[src/rtl/adcSerialPkg.sv]
package adcSerialPkg;

  typedef enum logic [1:0] {
    ST_CONVERT = 2'd0,
    ST_SLEEP   = 2'd1,
    ST_OUTPUT  = 2'd2
  } adcState_e;

  // Strobes from the control FSM to the datapath.
  typedef struct packed {
    logic convClr;   // restart the conversion timer
    logic convStep;  // advance the conversion timer
    logic load;      // capture the sample word
    logic shift;     // move the next bit to the output position
    logic bitClr;    // clear the presented-bit count
    logic bitStep;   // count one presented bit
  } dpStrobe_t;

endpackage

[src/rtl/adcPinSampler.sv]
module adcPinSampler #(
  parameter int          WIDTH     = 2,
  parameter logic [WIDTH-1:0] RESET_VAL = '0
) (
  input  logic             clk,
  input  logic             rstN,
  input  logic [WIDTH-1:0] pins,
  output logic [WIDTH-1:0] pinsQ
);

  for (genvar i = 0; i < WIDTH; i++) begin : g_pin
    always_ff @(posedge clk or negedge rstN) begin
      if (!rstN) pinsQ[i] <= RESET_VAL[i];
      else       pinsQ[i] <= pins[i];
    end
  end

endmodule

[src/rtl/adcSerialDatapath.sv]
module adcSerialDatapath
  import adcSerialPkg::*;
#(
  parameter int DATA_W      = 16,
  parameter int CONV_CYCLES = 64
) (
  input  logic              clk,
  input  logic              rstN,
  input  dpStrobe_t         strobe,
  input  logic [DATA_W-1:0] sampleIn,
  output logic              convDone,
  output logic              allSent,
  output logic              msb
);

  localparam int CONV_W = $clog2(CONV_CYCLES + 1);
  localparam int BIT_W  = $clog2(DATA_W + 1);
  localparam logic [CONV_W-1:0] CONV_LAST = CONV_W'(CONV_CYCLES - 1);
  localparam logic [BIT_W-1:0]  BIT_FULL  = BIT_W'(DATA_W);

  logic [CONV_W-1:0] convCnt;
  logic [BIT_W-1:0]  bitCnt;
  logic [DATA_W-1:0] shiftReg;

  // Conversion timer
  always_ff @(posedge clk or negedge rstN) begin
    if (!rstN)                convCnt <= '0;
    else if (strobe.convClr)  convCnt <= '0;
    else if (strobe.convStep) convCnt <= convCnt + 1'b1;
  end

  assign convDone = (convCnt == CONV_LAST);

  // Presented-bit counter
  always_ff @(posedge clk or negedge rstN) begin
    if (!rstN)               bitCnt <= '0;
    else if (strobe.bitClr)  bitCnt <= '0;
    else if (strobe.bitStep) bitCnt <= bitCnt + 1'b1;
  end

  assign allSent = (bitCnt == BIT_FULL);

  // Result shifter, MSB at the output position
  always_ff @(posedge clk or negedge rstN) begin
    if (!rstN)             shiftReg <= '0;
    else if (strobe.load)  shiftReg <= sampleIn;
    else if (strobe.shift) shiftReg <= {shiftReg[DATA_W-2:0], 1'b0};
  end

  assign msb = shiftReg[DATA_W-1];

endmodule

[src/rtl/adcSerialCtrl.sv]
module adcSerialCtrl
  import adcSerialPkg::*;
(
  input  logic      clk,
  input  logic      rstN,
  input  logic      csN,
  input  logic      csRise,
  input  logic      sckLead,
  input  logic      sckFall,
  input  logic      convDone,
  input  logic      allSent,
  output adcState_e state,
  output dpStrobe_t strobe
);

  adcState_e stateNext;

  always_comb begin
    stateNext = state;
    strobe    = '0;
    unique case (state)
      ST_CONVERT: begin
        strobe.convStep = 1'b1;
        if (convDone) begin
          strobe.load   = 1'b1;
          strobe.bitClr = 1'b1;
          stateNext     = ST_SLEEP;
        end
      end
      ST_SLEEP: begin
        // A chip-select pulse with no clocking is a status poll only.
        if (!csN && sckLead) begin
          strobe.bitStep = 1'b1;
          stateNext      = ST_OUTPUT;
        end
      end
      ST_OUTPUT: begin
        if (csRise) begin
          strobe.convClr = 1'b1;
          stateNext      = ST_CONVERT;
        end else if (!csN) begin
          if (allSent && sckFall) begin
            strobe.convClr = 1'b1;
            stateNext      = ST_CONVERT;
          end else if (sckLead && !allSent) begin
            strobe.shift   = 1'b1;
            strobe.bitStep = 1'b1;
          end
        end
      end
      default: begin
        strobe.convClr = 1'b1;
        stateNext      = ST_CONVERT;
      end
    endcase
  end

  always_ff @(posedge clk or negedge rstN) begin
    if (!rstN) state <= ST_CONVERT;
    else       state <= stateNext;
  end

endmodule

[src/rtl/adcSerialOut.sv]
module adcSerialOut
  import adcSerialPkg::*;
#(
  parameter int DATA_W      = 16,
  parameter int CONV_CYCLES = 64
) (
  input  logic              clk,
  input  logic              rstN,
  input  logic              cpol,
  input  logic              csN,
  input  logic              sck,
  input  logic [DATA_W-1:0] sampleIn,
  output logic              sdo,
  output logic              sdoEn,
  output logic              busy
);

  localparam int PIN_CS  = 1;
  localparam int PIN_SCK = 0;

  logic [1:0] pinsQ;
  logic       csRise, sckRise, sckFall, sckLead;
  logic       convDone, allSent, msb, sdoRaw;
  adcState_e  state;
  dpStrobe_t  strobe;

  adcPinSampler #(
    .WIDTH    (2),
    .RESET_VAL(2'b10)
  ) u_sampler (
    .clk  (clk),
    .rstN (rstN),
    .pins ({csN, sck}),
    .pinsQ(pinsQ)
  );

  assign csRise  = csN & ~pinsQ[PIN_CS];
  assign sckRise = sck & ~pinsQ[PIN_SCK];
  assign sckFall = ~sck & pinsQ[PIN_SCK];
  assign sckLead = cpol ? sckFall : sckRise;

  adcSerialCtrl u_ctrl (
    .clk     (clk),
    .rstN    (rstN),
    .csN     (csN),
    .csRise  (csRise),
    .sckLead (sckLead),
    .sckFall (sckFall),
    .convDone(convDone),
    .allSent (allSent),
    .state   (state),
    .strobe  (strobe)
  );

  adcSerialDatapath #(
    .DATA_W     (DATA_W),
    .CONV_CYCLES(CONV_CYCLES)
  ) u_dp (
    .clk     (clk),
    .rstN    (rstN),
    .strobe  (strobe),
    .sampleIn(sampleIn),
    .convDone(convDone),
    .allSent (allSent),
    .msb     (msb)
  );

  always_comb begin
    unique case (state)
      ST_CONVERT: sdoRaw = 1'b1;
      ST_OUTPUT:  sdoRaw = msb;
      default:    sdoRaw = 1'b0;
    endcase
  end

  assign sdo   = ~csN & sdoRaw;
  assign sdoEn = ~csN;
  assign busy  = (state == ST_CONVERT);

endmodule

[config.mk]
export PLATFORM = sky130hd
export DESIGN_NAME = adcSerialOut
export DESIGN_NICKNAME = d
export VERILOG_FILES = /design/src/rtl/adcSerialPkg.sv /design/src/rtl/adcPinSampler.sv /design/src/rtl/adcSerialDatapath.sv /design/src/rtl/adcSerialCtrl.sv /design/src/rtl/adcSerialOut.sv
export SDC_FILE = /design/constraint.sdc
export NUM_CORES = 1
export LEC_CHECK = 0
export ABC_AREA = 1
export ABC_CLOCK_PERIOD_IN_PS = 2100
export BUFFER_PORTS_ARGS = -buffer_cell sky130_fd_sc_hd__buf_4
export CORE_MARGIN = 2
export CORE_UTILIZATION = 60
export CTS_CLUSTER_SIZE = 16
export DETAILED_ROUTE_END_ITERATION = 6
export PLACE_DENSITY = 0.82
export SYNTH_ARGS = -nofsm -noshare
export SYNTH_HDL_FRONTEND = slang
export SYNTH_SLANG_ARGS = --single-unit
[constraint.sdc]
create_clock -name clk -period 2.1 [get_ports clk]
set_input_delay 0.105 -clock clk [delete_from_list [all_inputs] [get_ports clk]]
set_output_delay 0.105 -clock clk [all_outputs]
set_load 0.03 [all_outputs]
==> impl_results.md, run 1 <==
* I/O Buffers at 23
* Finished Core Util at 0.702
* Share of layout cells above drive strength 1 at 0.154
* Slew of the pin with the lowest slew margin at 629 ps
* XOR/XNOR Fraction of Synth Area at 0.0326
* Post-synthesis simple-gate area fraction at 0.387
* Leak at 1.16 nW
* Hold Vio Cnt, Final at 0
* Cts bufs inserted at 5
* Largest net degree at the start of global routing at 42
* Maxcap violations at 0
* Placed cell count at 295
* YS warnings at 0
* Commonest non-fill, non-tap cell in the layout: nand2_1
* Crit path required time at 2380 ps
* WL per Instance at 12.3 um
* Total power at 2.47 mW
* Fin nets at 299
* Clock transition at path regs at 100 ps
* Post-synthesis cell count at 245
* Post-Synth Adder-Cell Area at 0.0400
* Vias in the first global route at 1,457
* Clk buf depth at 2
* Hold WS at 17.8 ps
* Crit path buffers/inverters at 0
* Area growth from synthesis to layout at 12.2%
* Worst vdd ir at 581 uV
* Final Max Tran Viols at 0
* Setup TNS at 0 ps
* HP Class: in2reg
* Starting Density at 0.625
* WP data arrival at 2000 ps
* Complex-gate fraction of the synthesized area at 0.0173
* Die area at 0.00359 mm2
* Clk sinks at 32
* Fmax at 580 MHz
* Crit Path Max Fanout at 17
* Slowest stage delay, CP at 510 ps
* Yosys reg bits at 32
* Via count at 1,653
* Critical path's slowest cell: nor3_4
* Initial DRC Count at 116
* Critical Path Start Type: register
* Fillers at 270
* Root buffer selected by CTS: clkbuf_4
* Syn_nets at 272
* Distinct cells, synth at 28
* Post-route clock period utilization at 0.821
* Diode count at 0
* Syn Area/Cell at 7.67 um2
* Final Non-Filler Cells at 305
* RSZ-0062 raised after global routing: false
* Seq/Total Area, Yosys at 0.427
* Status: finished, final reports clean
* GP Congestion at 0.808
* Die H at 59.9 um
* CP Class: reg2reg
* Crit-path leading delay family: simple AND/OR/NAND/NOR gates
* Worst R2R Setup Slack at 380 ps
* Die X at 59.9 um
* CTS tree: done
* Count of final setup violators at 0
* Core area at 0.00300 mm2
* All-layer global routing usage at 0.228
* Worst setup EP type: register
* Largest family of logic cells by synthesized area: simple AND/OR/NAND/NOR gates
* CTS H-tree lvls at 2
* ANT nets after route at 0
* Clk Latency, worst-skew pair at 330 ps
* Period minus WS final at 1720 ps
* Overflow after GRT at 0
* Most used cell, CP: nand2_1
* Global-route wire length before repair at 6100 um
* DR pass1 iterations at 4
* Io pins at 24
* # DRC at 0
* CP Cell Sequence: ha_1 > nand3_2 > nor3_4 > nand3_1 > nand2_1 > nand2_1 > nand2_1
* Detailed Place HPWL at 2580 um
* Via density at 5.42
* Cell area after synthesis at 0.00188 mm2
* Post-synthesis mux area share at 0.00533
* Power Density at 1170 mW/mm2
* Std cell rows at 20
* Worst Skew at 7.38 ps
* Drt total wl at 3760 um
* Max_slew headroom at 0.579
* Most frequent cells in the layout: nand2_1 (92), nand3_1 (44), dfrtp_1 (31)
* Initial antenna violation count at 0
==> report_power, final <==
group          internal, mW  leakage [nW]  switching, mW
registers             0.868         0.398          0.178
clock network         0.123        0.0281          0.206
logic                 0.448         0.729          0.651
total                  1.44          1.16           1.04
==> registers in the layout, summed over array words and instances, names as in the netlist <==
register / cells
u_ctrl.state: 2
u_dp.bitCnt: 5
u_dp.convCnt: 7
u_dp.shiftReg: 16
u_sampler.pinsQ: 2
==> worst min-delay path: cells and delay by family <==
| kind | cells | cell delay, ps |
|---|---|---|
| simple gates | 2 | 130 |
| buf+inv | 1 | 80 |
==> kinds of logic after synthesis <==
| group | after synthesis |
|---|---|
| muxes | 1 |
| AOI/OAI and AO/OA | 6 |
| and+or+nand+nor | 162 |
| adders and majority gates | 6 |
| xor gates and xnor gates | 7 |
| DFF | 32 |
| buffers and inverters | 31 |
==> synth_stat cells (all sizes together) <==
cell / number / share of area
nand2: 94 / 0.19
xnor2: 4 / 0.019
xor2: 3 / 0.014
ha: 6 / 0.040
inv: 21 / 0.042
or2: 1 / 0.0033
nor3: 4 / 0.019
o21a: 1 / 0.0040
dfrtp: 31 / 0.41
buf: 9 / 0.041
nor2: 10 / 0.021
nand4: 8 / 0.030
a21oi: 2 / 0.0053
nand3: 45 / 0.12
dfstp: 1 / 0.014
mux2i: 1 / 0.0053
o21ai: 3 / 0.0080
clkbuf: 1 / 0.0073
==> area by class of cell <==
cell class | count | area (um2) | area share
tap | 33 | 41.3 | 0.0196
clock inverter | 1 | 5.00 | 0.00238
timing repair buffer | 30 | 233 | 0.110
sequential | 32 | 802 | 0.381
clock buffer | 6 | 41.3 | 0.0196
multi-input combinational | 182 | 906 | 0.430
inverter | 21 | 78.8 | 0.0374
==> routing by layer <==
metal / track usage / vias to the layer above / share of wire
li1: - / 835 / -
met1: 0.298 / 764 / 0.46
met2: 0.374 / 49 / 0.48
met3: 0.0411 / 5 / 0.049
met4: 0.0921 / 0 / 0.014
met5: 0 / - / 0
==> per-stage QoR <==
| stage | cell area, um2 | worst slack (ps) |
|---|---|---|
| after floorplan | 1880 | 401 |
| after CTS | 2110 | 345 |
| final | 2110 | 376 |
| after detailed placement | 2030 | 363 |
| after global placement | 2030 | 497 |
| after global routing | 2110 | 201 |
==> path summary, 6_finish.rpt <==
check / cells past startpoint / start / end
worst max-delay path: 7 / u_dp.convCnt[0] / u_dp.shiftReg[12]
worst max register to register: 7 / u_dp.convCnt[0] / u_dp.shiftReg[12]
worst min-delay path: 3 / sampleIn[0] / u_dp.shiftReg[0]
min in group asynchronous: 2 / rstN / u_dp.shiftReg[2]
worst min register to register: 2 / u_dp.shiftReg[9] / u_dp.shiftReg[9]
max in group asynchronous: 2 / rstN / u_sampler.pinsQ[1]
==> what timing repair did <==
action / 4_1_cts / 5_1_grt
hold buffers: 3 / 0
gates resized for setup: 0 / 0
hold endpoints to repair: 33 / 0
setup buffers: 0 / 0
(Power assumes the default switching activity.)
==> run 2: changes to the inputs <==
--- a/config.mk
+++ b/config.mk
@@ -6,13 +6,13 @@
 export NUM_CORES = 1
 export LEC_CHECK = 0
 export ABC_AREA = 1
-export ABC_CLOCK_PERIOD_IN_PS = 2100
+export ABC_CLOCK_PERIOD_IN_PS = 1450
 export BUFFER_PORTS_ARGS = -buffer_cell sky130_fd_sc_hd__buf_4
 export CORE_MARGIN = 2
-export CORE_UTILIZATION = 60
+export CORE_UTILIZATION = 52
 export CTS_CLUSTER_SIZE = 16
 export DETAILED_ROUTE_END_ITERATION = 6
-export PLACE_DENSITY = 0.82
+export PLACE_DENSITY = 0.76
 export SYNTH_ARGS = -nofsm -noshare
 export SYNTH_HDL_FRONTEND = slang
 export SYNTH_SLANG_ARGS = --single-unit
==> constraint.sdc (replaced) <==
create_clock -name clk -period 1.45 [get_ports clk]
set_input_delay 0.0725 -clock clk [delete_from_list [all_inputs] [get_ports clk]]
set_output_delay 0.0725 -clock clk [all_outputs]
set_load 0.03 [all_outputs]
==> run 2 against run 1 <==
The run now ends with negative setup slack left. Global-route usage shrank 1.2 points. Count of clock-buffer cells in the layout unchanged. Fmax up 9.2%. Sequential share of layout area decreased by 8.9 points. Final cell count increased by 14%. Cell area rose by 31%. Flip-flop and latch count did not move. Power is 100% higher. Critical path type unchanged. Critical endpoint is now u_dp.shiftReg[14]. Largest power group unchanged. Highest routed layer unchanged.
==> impl_results.md, run 2 (synthesis gave the netlist of run 1 again) <==
* Die area at 0.00411 mm2 (+14%)
* Worst vdd ir at 1090 uV (+88%)
* Std cell rows at 21 (+5.0%)
* Global-route wire length before repair at 6870 um (+13%)
* Core area at 0.00339 mm2 (+13%)
* Multi-input gate area at 0.00117 mm2 (+29%)
* Commonest non-fill, non-tap cell in the layout: nand2_1
* Failing checks: negative setup slack
* Vias in the first global route at 1,574 (+8.0%)
* GP Congestion at 0.844 (+4.4%)
* I/O Buffers at 23 (unchanged)
* Period minus WS final at 1580 ps (-146 ps)
* Fin nets at 327 (+9.4%)
* Cells on worst reg2reg path at 9 (+2)
* Maxcap violations at 0 (unchanged)
* Diode count at 0 (unchanged)
* Max_slew headroom at 0.715 (+0.136)
* Hold path depth at 5 (+2)
* Fin area at 0.00275 mm2 (+31%)
* Overflow after GRT at 0 (unchanged)
* Via count at 1,962 (+19%)
* Die H at 64.1 um (+6.9%)
* Initial antenna violation count at 0 (unchanged)
* Placement Cell Area at 0.00217 mm2 (+6.8%)
* ANT nets after route at 0 (unchanged)
* WP data arrival at 1830 ps (-170 ps)
* Starting Density at 0.554 (-0.0713)
* Slew of the pin with the lowest slew margin at 427 ps (-202 ps)
* Drt total wl at 5720 um (+52%)
* Finished Core Util at 0.812 (+0.110)
* DR pass1 iterations at 5 (+1)
* Crit path required time at 1700 ps (-680 ps)
* Biggest regs: u_dp.shiftReg: 16 flops, u_dp.convCnt: 7 flops, u_dp.bitCnt: 5 flops
* Status: finished with violations
* Global routing's busiest layer: met2
* FF/Latch Area at 802 um2 (unchanged)
* Detailed Place HPWL at 2600 um (+0.71%)
* Setup TNS at -1780 ps (-1780 ps)
* # DRC at 0 (unchanged)
* Leak at 1.39 nW (+20%)
* Met2 layer usage reported by global route at 0.352 (-0.0227)
* All-layer global routing usage at 0.216 (-0.0118)
* Fmax at 634 MHz (+9.2%)
* CTS H-tree lvls at 2 (unchanged)
* Share of layout cells above drive strength 1 at 0.382 (+0.228)
* Root buffer selected by CTS: clkbuf_4
* Hold Vio Cnt, Final at 0 (unchanged)
* CTS tree: done
* Count of final setup violators at 26 (+26)
* RSZ-0062 raised after global routing: true
* Final Max Tran Viols at 0 (unchanged)
* Clk buf depth at 2 (unchanged)
* Largest net degree at the start of global routing at 42 (unchanged)
* Most frequent cells in the layout: nand2_1 (73), buf_4 (41), nand3_1 (40)
* Worst setup EP type: register
* Fillers at 216 (-20%)
* HP Class: in2reg
* Reg with most FFs: u_dp.shiftReg
* Clk Latency, worst-skew pair at 370 ps (+40 ps)
* Initial DRC Count at 214 (+84%)
* Die X at 64.1 um (+6.9%)
* Cts bufs inserted at 5 (unchanged)
* Worst Skew at 27.5 ps (+20.1 ps)
* Max reg flops at 16 (unchanged)
* Hold WS at 23.5 ps (+5.69 ps)
* Pre-CTS setup slack at -43.2 ps (-406 ps)
* Met1 Use GR at 0.281 (-0.0172)
* Worst setup margin at -128 ps (-504 ps)
* CP Class: reg2reg
* Crit Path Max Fanout at 6 (-11)
* WL per Instance at 16.5 um (+34%)
* Power Density at 1800 mW/mm2 (+53%)
* Clk sinks at 32 (unchanged)
* Critical Path Start Type: register
* Via density at 5.65 (+4.3%)
* Clock transition at path regs at 110 ps (about the same)
* Area growth from synthesis to layout at 46.5%
* Met3 Usage GRT at 0.0528 (+0.0117)
* Post-route clock period utilization at 1.09 (+0.267)
* Io pins at 24 (unchanged)
## run 2: cell count changes in the layout (fill, tap and decap cells not counted), sizes merged
cell	delta
nand2	+1
dlygate4sd3	+1
clkinv	+1
buf	+22
clkbuf	+4
## run 2: layer usage
layer  vias to the layer above  routed length (um)
li1                        899                   -
met1                       931                2260
met2                       113                2860
met3                        19                 421
met4                         0                 171
met5                         -                   0
## run 2: stage by stage
step | cells | power (mW)
2_1_floorplan | 245 | 2.81
3_3_place_gp | 318 | 3.25
3_5_place_dp | 318 | 3.29
4_1_cts | 333 | 4.01
5_1_grt | 347 | 5.26
6_report | 347 | 4.96
## run 2: power breakdown
part           leakage, nW  switching [mW]  total, mW  internal [mW]
clock network       0.0380           0.354      0.584          0.231
logic                0.954            1.42       2.79           1.37
registers            0.398           0.321       1.58           1.26
## run 2: worst max-delay path: stages, from the launching register on
cell	delay (ps)
dfrtp_1	440
inv_2	110
ha_4	180
buf_12	130
nand4_4	160
buf_12	210
nand2_4	60
nand2_2	50
nand2_1	70
nand2_1	60
## run 2: cell type report
type | count | area share
repair buffers | 57 | 0.210
multi-input cells | 183 | 0.424
inverters | 21 | 0.0314
clock inverters | 2 | 0.00364
flip-flops and latches | 32 | 0.291
clock buffers | 6 | 0.0186
well taps | 46 | 0.0209
## run 2: path summary, 6_finish.rpt
check | startpoint | to | slack, ps
setup / recovery | u_ctrl.state[1] | u_dp.shiftReg[14] | -130
setup reg to reg | u_ctrl.state[1] | u_dp.shiftReg[14] | -130
hold / removal | sampleIn[8] | u_dp.shiftReg[8] | 20
min in group asynchronous | rstN | u_dp.shiftReg[1] | 170
max in group asynchronous | rstN | u_sampler.pinsQ[1] | 930
hold reg to reg | u_dp.shiftReg[5] | u_dp.shiftReg[5] | 520
## run 2: repair_timing
action | CTS | global route
buffers inserted | 4 | 9
endpoints found under the hold margin | 35 | 0
pin swaps | 2 | 21
resized for setup | 13 | 61
setup endpoints to repair | 22 | 32
hold buffers | 4 | 0
gates cloned | 0 | 5
==> run 3: changes to the inputs <==
--- a/config.mk
+++ b/config.mk
@@ -8,7 +8,7 @@
 export ABC_AREA = 1
 export ABC_CLOCK_PERIOD_IN_PS = 1450
 export BUFFER_PORTS_ARGS = -buffer_cell sky130_fd_sc_hd__buf_4
-export CORE_MARGIN = 2
+export CORE_MARGIN = 3
 export CORE_UTILIZATION = 52
 export CTS_CLUSTER_SIZE = 16
 export DETAILED_ROUTE_END_ITERATION = 6
==> run 3 against run 2 <==
The flow still finishes with violations (negative setup slack). Wire length fell by 2.2%. Count of clock-buffer cells in the layout rose by 1. Global-route usage rose by 1.4 points. Worst hold slack improved by 2.6 ps. Via count fell by 3.8%. Largest power group unchanged.
==> impl_results.md, run 3 (synthesis gave the netlist of run 1 again) <==
* Via density at 5.41 (-4.3%)
* Period minus WS final at 1560 ps (-16.7 ps)
* Crit Path Max Fanout at 16 (+10)
* Detailed Place HPWL at 2690 um (+3.7%)
* RSZ-0062 raised after global routing: true
* Global routing's busiest layer: met2
* Share of layout cells above drive strength 1 at 0.393 (+0.0107)
* Max reg flops at 16 (unchanged)
* Largest net degree at the start of global routing at 33 (-21%)
* Worst setup margin at -111 ps (+16.7 ps)
* Failing checks: negative setup slack
* Clk sinks at 32 (unchanged)
* Max_slew headroom at 0.718 (+0.00276)
* HP Class: in2reg
* WP data arrival at 1860 ps (+30 ps)
* Setup TNS at -1860 ps (-77.1 ps)
* Most frequent cells in the layout: nand2_1 (82), buf_4 (40), dfrtp_1 (31)
* Crit path required time at 1750 ps (+50 ps)
* Slew of the pin with the lowest slew margin at 423 ps (-4.14 ps)
* Diode count at 0 (unchanged)
* Cts bufs inserted at 5 (unchanged)
* Clock transition at path regs at 110 ps (about the same)
* Worst vdd ir at 905 uV (-17%)
* GP Congestion at 0.802 (-4.9%)
* CTS H-tree lvls at 2 (unchanged)
* Area growth from synthesis to layout at 47.6%
* Power Density at 1760 mW/mm2 (-2.5%)
* Root buffer selected by CTS: clkbuf_4
* Vias in the first global route at 1,750 (+11%)
* Fin area at 0.00277 mm2 (+0.77%)
* Die X at 66.1 um (+3.1%)
* Io pins at 24 (unchanged)
* All-layer global routing usage at 0.230 (+0.0138)
* Met1 Use GR at 0.295 (+0.0140)
* Hold Vio Cnt, Final at 0 (unchanged)
* Global-route wire length before repair at 7620 um (+11%)
* Met2 layer usage reported by global route at 0.369 (+0.0177)
* Core area at 0.00342 mm2 (+0.78%)
* Worst R2R Setup Slack at -110 ps (+20 ps)
* Clk Latency, worst-skew pair at 360 ps (about the same)
* Commonest non-fill, non-tap cell in the layout: nand2_1
* Worst Skew at 8.32 ps (-19.2 ps)
* Overflow after GRT at 0 (unchanged)
* ANT nets after route at 0 (unchanged)
* Reg with most FFs: u_dp.shiftReg
* Die H at 66.1 um (+3.1%)
* Fmax at 640 MHz (+1.1%)
* Final Non-Filler Cells at 349 (+0.58%)
* Leak at 1.44 nW (+3.5%)
* Via count at 1,888 (-3.8%)
* Worst setup EP type: register
* Finished Core Util at 0.812 (about the same)
* # DRC at 0 (unchanged)
* Std cell rows at 21 (unchanged)
* I/O Buffers at 23 (unchanged)
* Status: finished with violations
* Placed cell count at 320 (+0.63%)
* Hold WS at 26.0 ps (+2.58 ps)
* Total power at 4.87 mW (-1.7%)
* Fin nets at 329 (+0.61%)
* Post-route clock period utilization at 1.08 (-0.0115)
* Die area at 0.00437 mm2 (+6.3%)
* Final Max Tran Viols at 0 (unchanged)
* Biggest regs: u_dp.shiftReg: 16 flops, u_dp.convCnt: 7 flops, u_dp.bitCnt: 5 flops
* Placement Cell Area at 0.00218 mm2 (+0.69%)
* Initial DRC Count at 191 (-11%)
* Starting Density at 0.550 (-0.00426)
* Drt total wl at 5590 um (-2.2%)
* Critical Path Start Type: register
* Met3 Usage GRT at 0.0527 (-0.0000958)
* WL per Instance at 16.0 um (-2.7%)
* CTS tree: done
* Pre-CTS setup slack at -49.7 ps (-6.50 ps)
* CP Class: reg2reg
* Count of final setup violators at 24 (-7.7%)
* Initial antenna violation count at 0 (unchanged)
* DR pass1 iterations at 5 (unchanged)
* Clk buf depth at 2 (unchanged)
* Maxcap violations at 0 (unchanged)
## run 3: cell types whose count changed in the layout (fill, tap and decap cells not counted), sizes merged
cell,delta
buf,+5
clkbuf,-1
clkinv,-2
clkinvlp,+1
nand2,-1
## run 3: layout make-up
cell class                 instances  area, um2
timing repair buffer              60        603
multi-input combinational        182       1170
fill                             205        643
clock buffer                       7       55.1
clock inverter                     1       7.51
sequential                        32        802
tap                               46       57.6
inverter                          21       81.3
## run 3: path summary, 6_finish.rpt
path,from,endpoint,cells after the start
worst max-delay path,u_dp.bitCnt[0],u_dp.shiftReg[15],11
worst min-delay path,sampleIn[7],u_dp.shiftReg[7],5
worst max register to register,u_dp.bitCnt[0],u_dp.shiftReg[15],11
worst min register to register,u_dp.shiftReg[9],u_dp.shiftReg[9],2
max in group asynchronous,rstN,u_sampler.pinsQ[1],2
min in group asynchronous,rstN,u_sampler.pinsQ[0],2
## run 3: timing repair
action / CTS / global route
pin swaps: 4 / 21
buffers inserted: 9 / 5
hold buffers: 4 / 0
endpoints found under the setup margin: 26 / 32
gates resized for setup: 23 / 50
hold endpoints to repair: 35 / 0
gates cloned: 1 / 3
## run 3: worst max-delay path, stage by stage (launching register included)
cell and delay [ps]:
dfrtp_1 410, inv_2 70, ha_2 170, nand2_2 50
inv_2 70, nand2_4 70, nand2_2 90, inv_2 50
nand2_4 110, buf_12 170, nand3_1 130, nand2_1 120
## run 3: where the power goes
group / internal (mW) / switching (mW) / total [mW]
registers: 1.26 / 0.305 / 1.56
logic: 1.32 / 1.41 / 2.73
clock network: 0.237 / 0.339 / 0.576
total: 2.81 / 2.05 / 4.87
## run 3: layer usage
layer	vias to the layer above	routed length, um
li1	902	-
met1	889	2160
met2	79	2840
met3	18	397
met4	0	197
met5	-	0
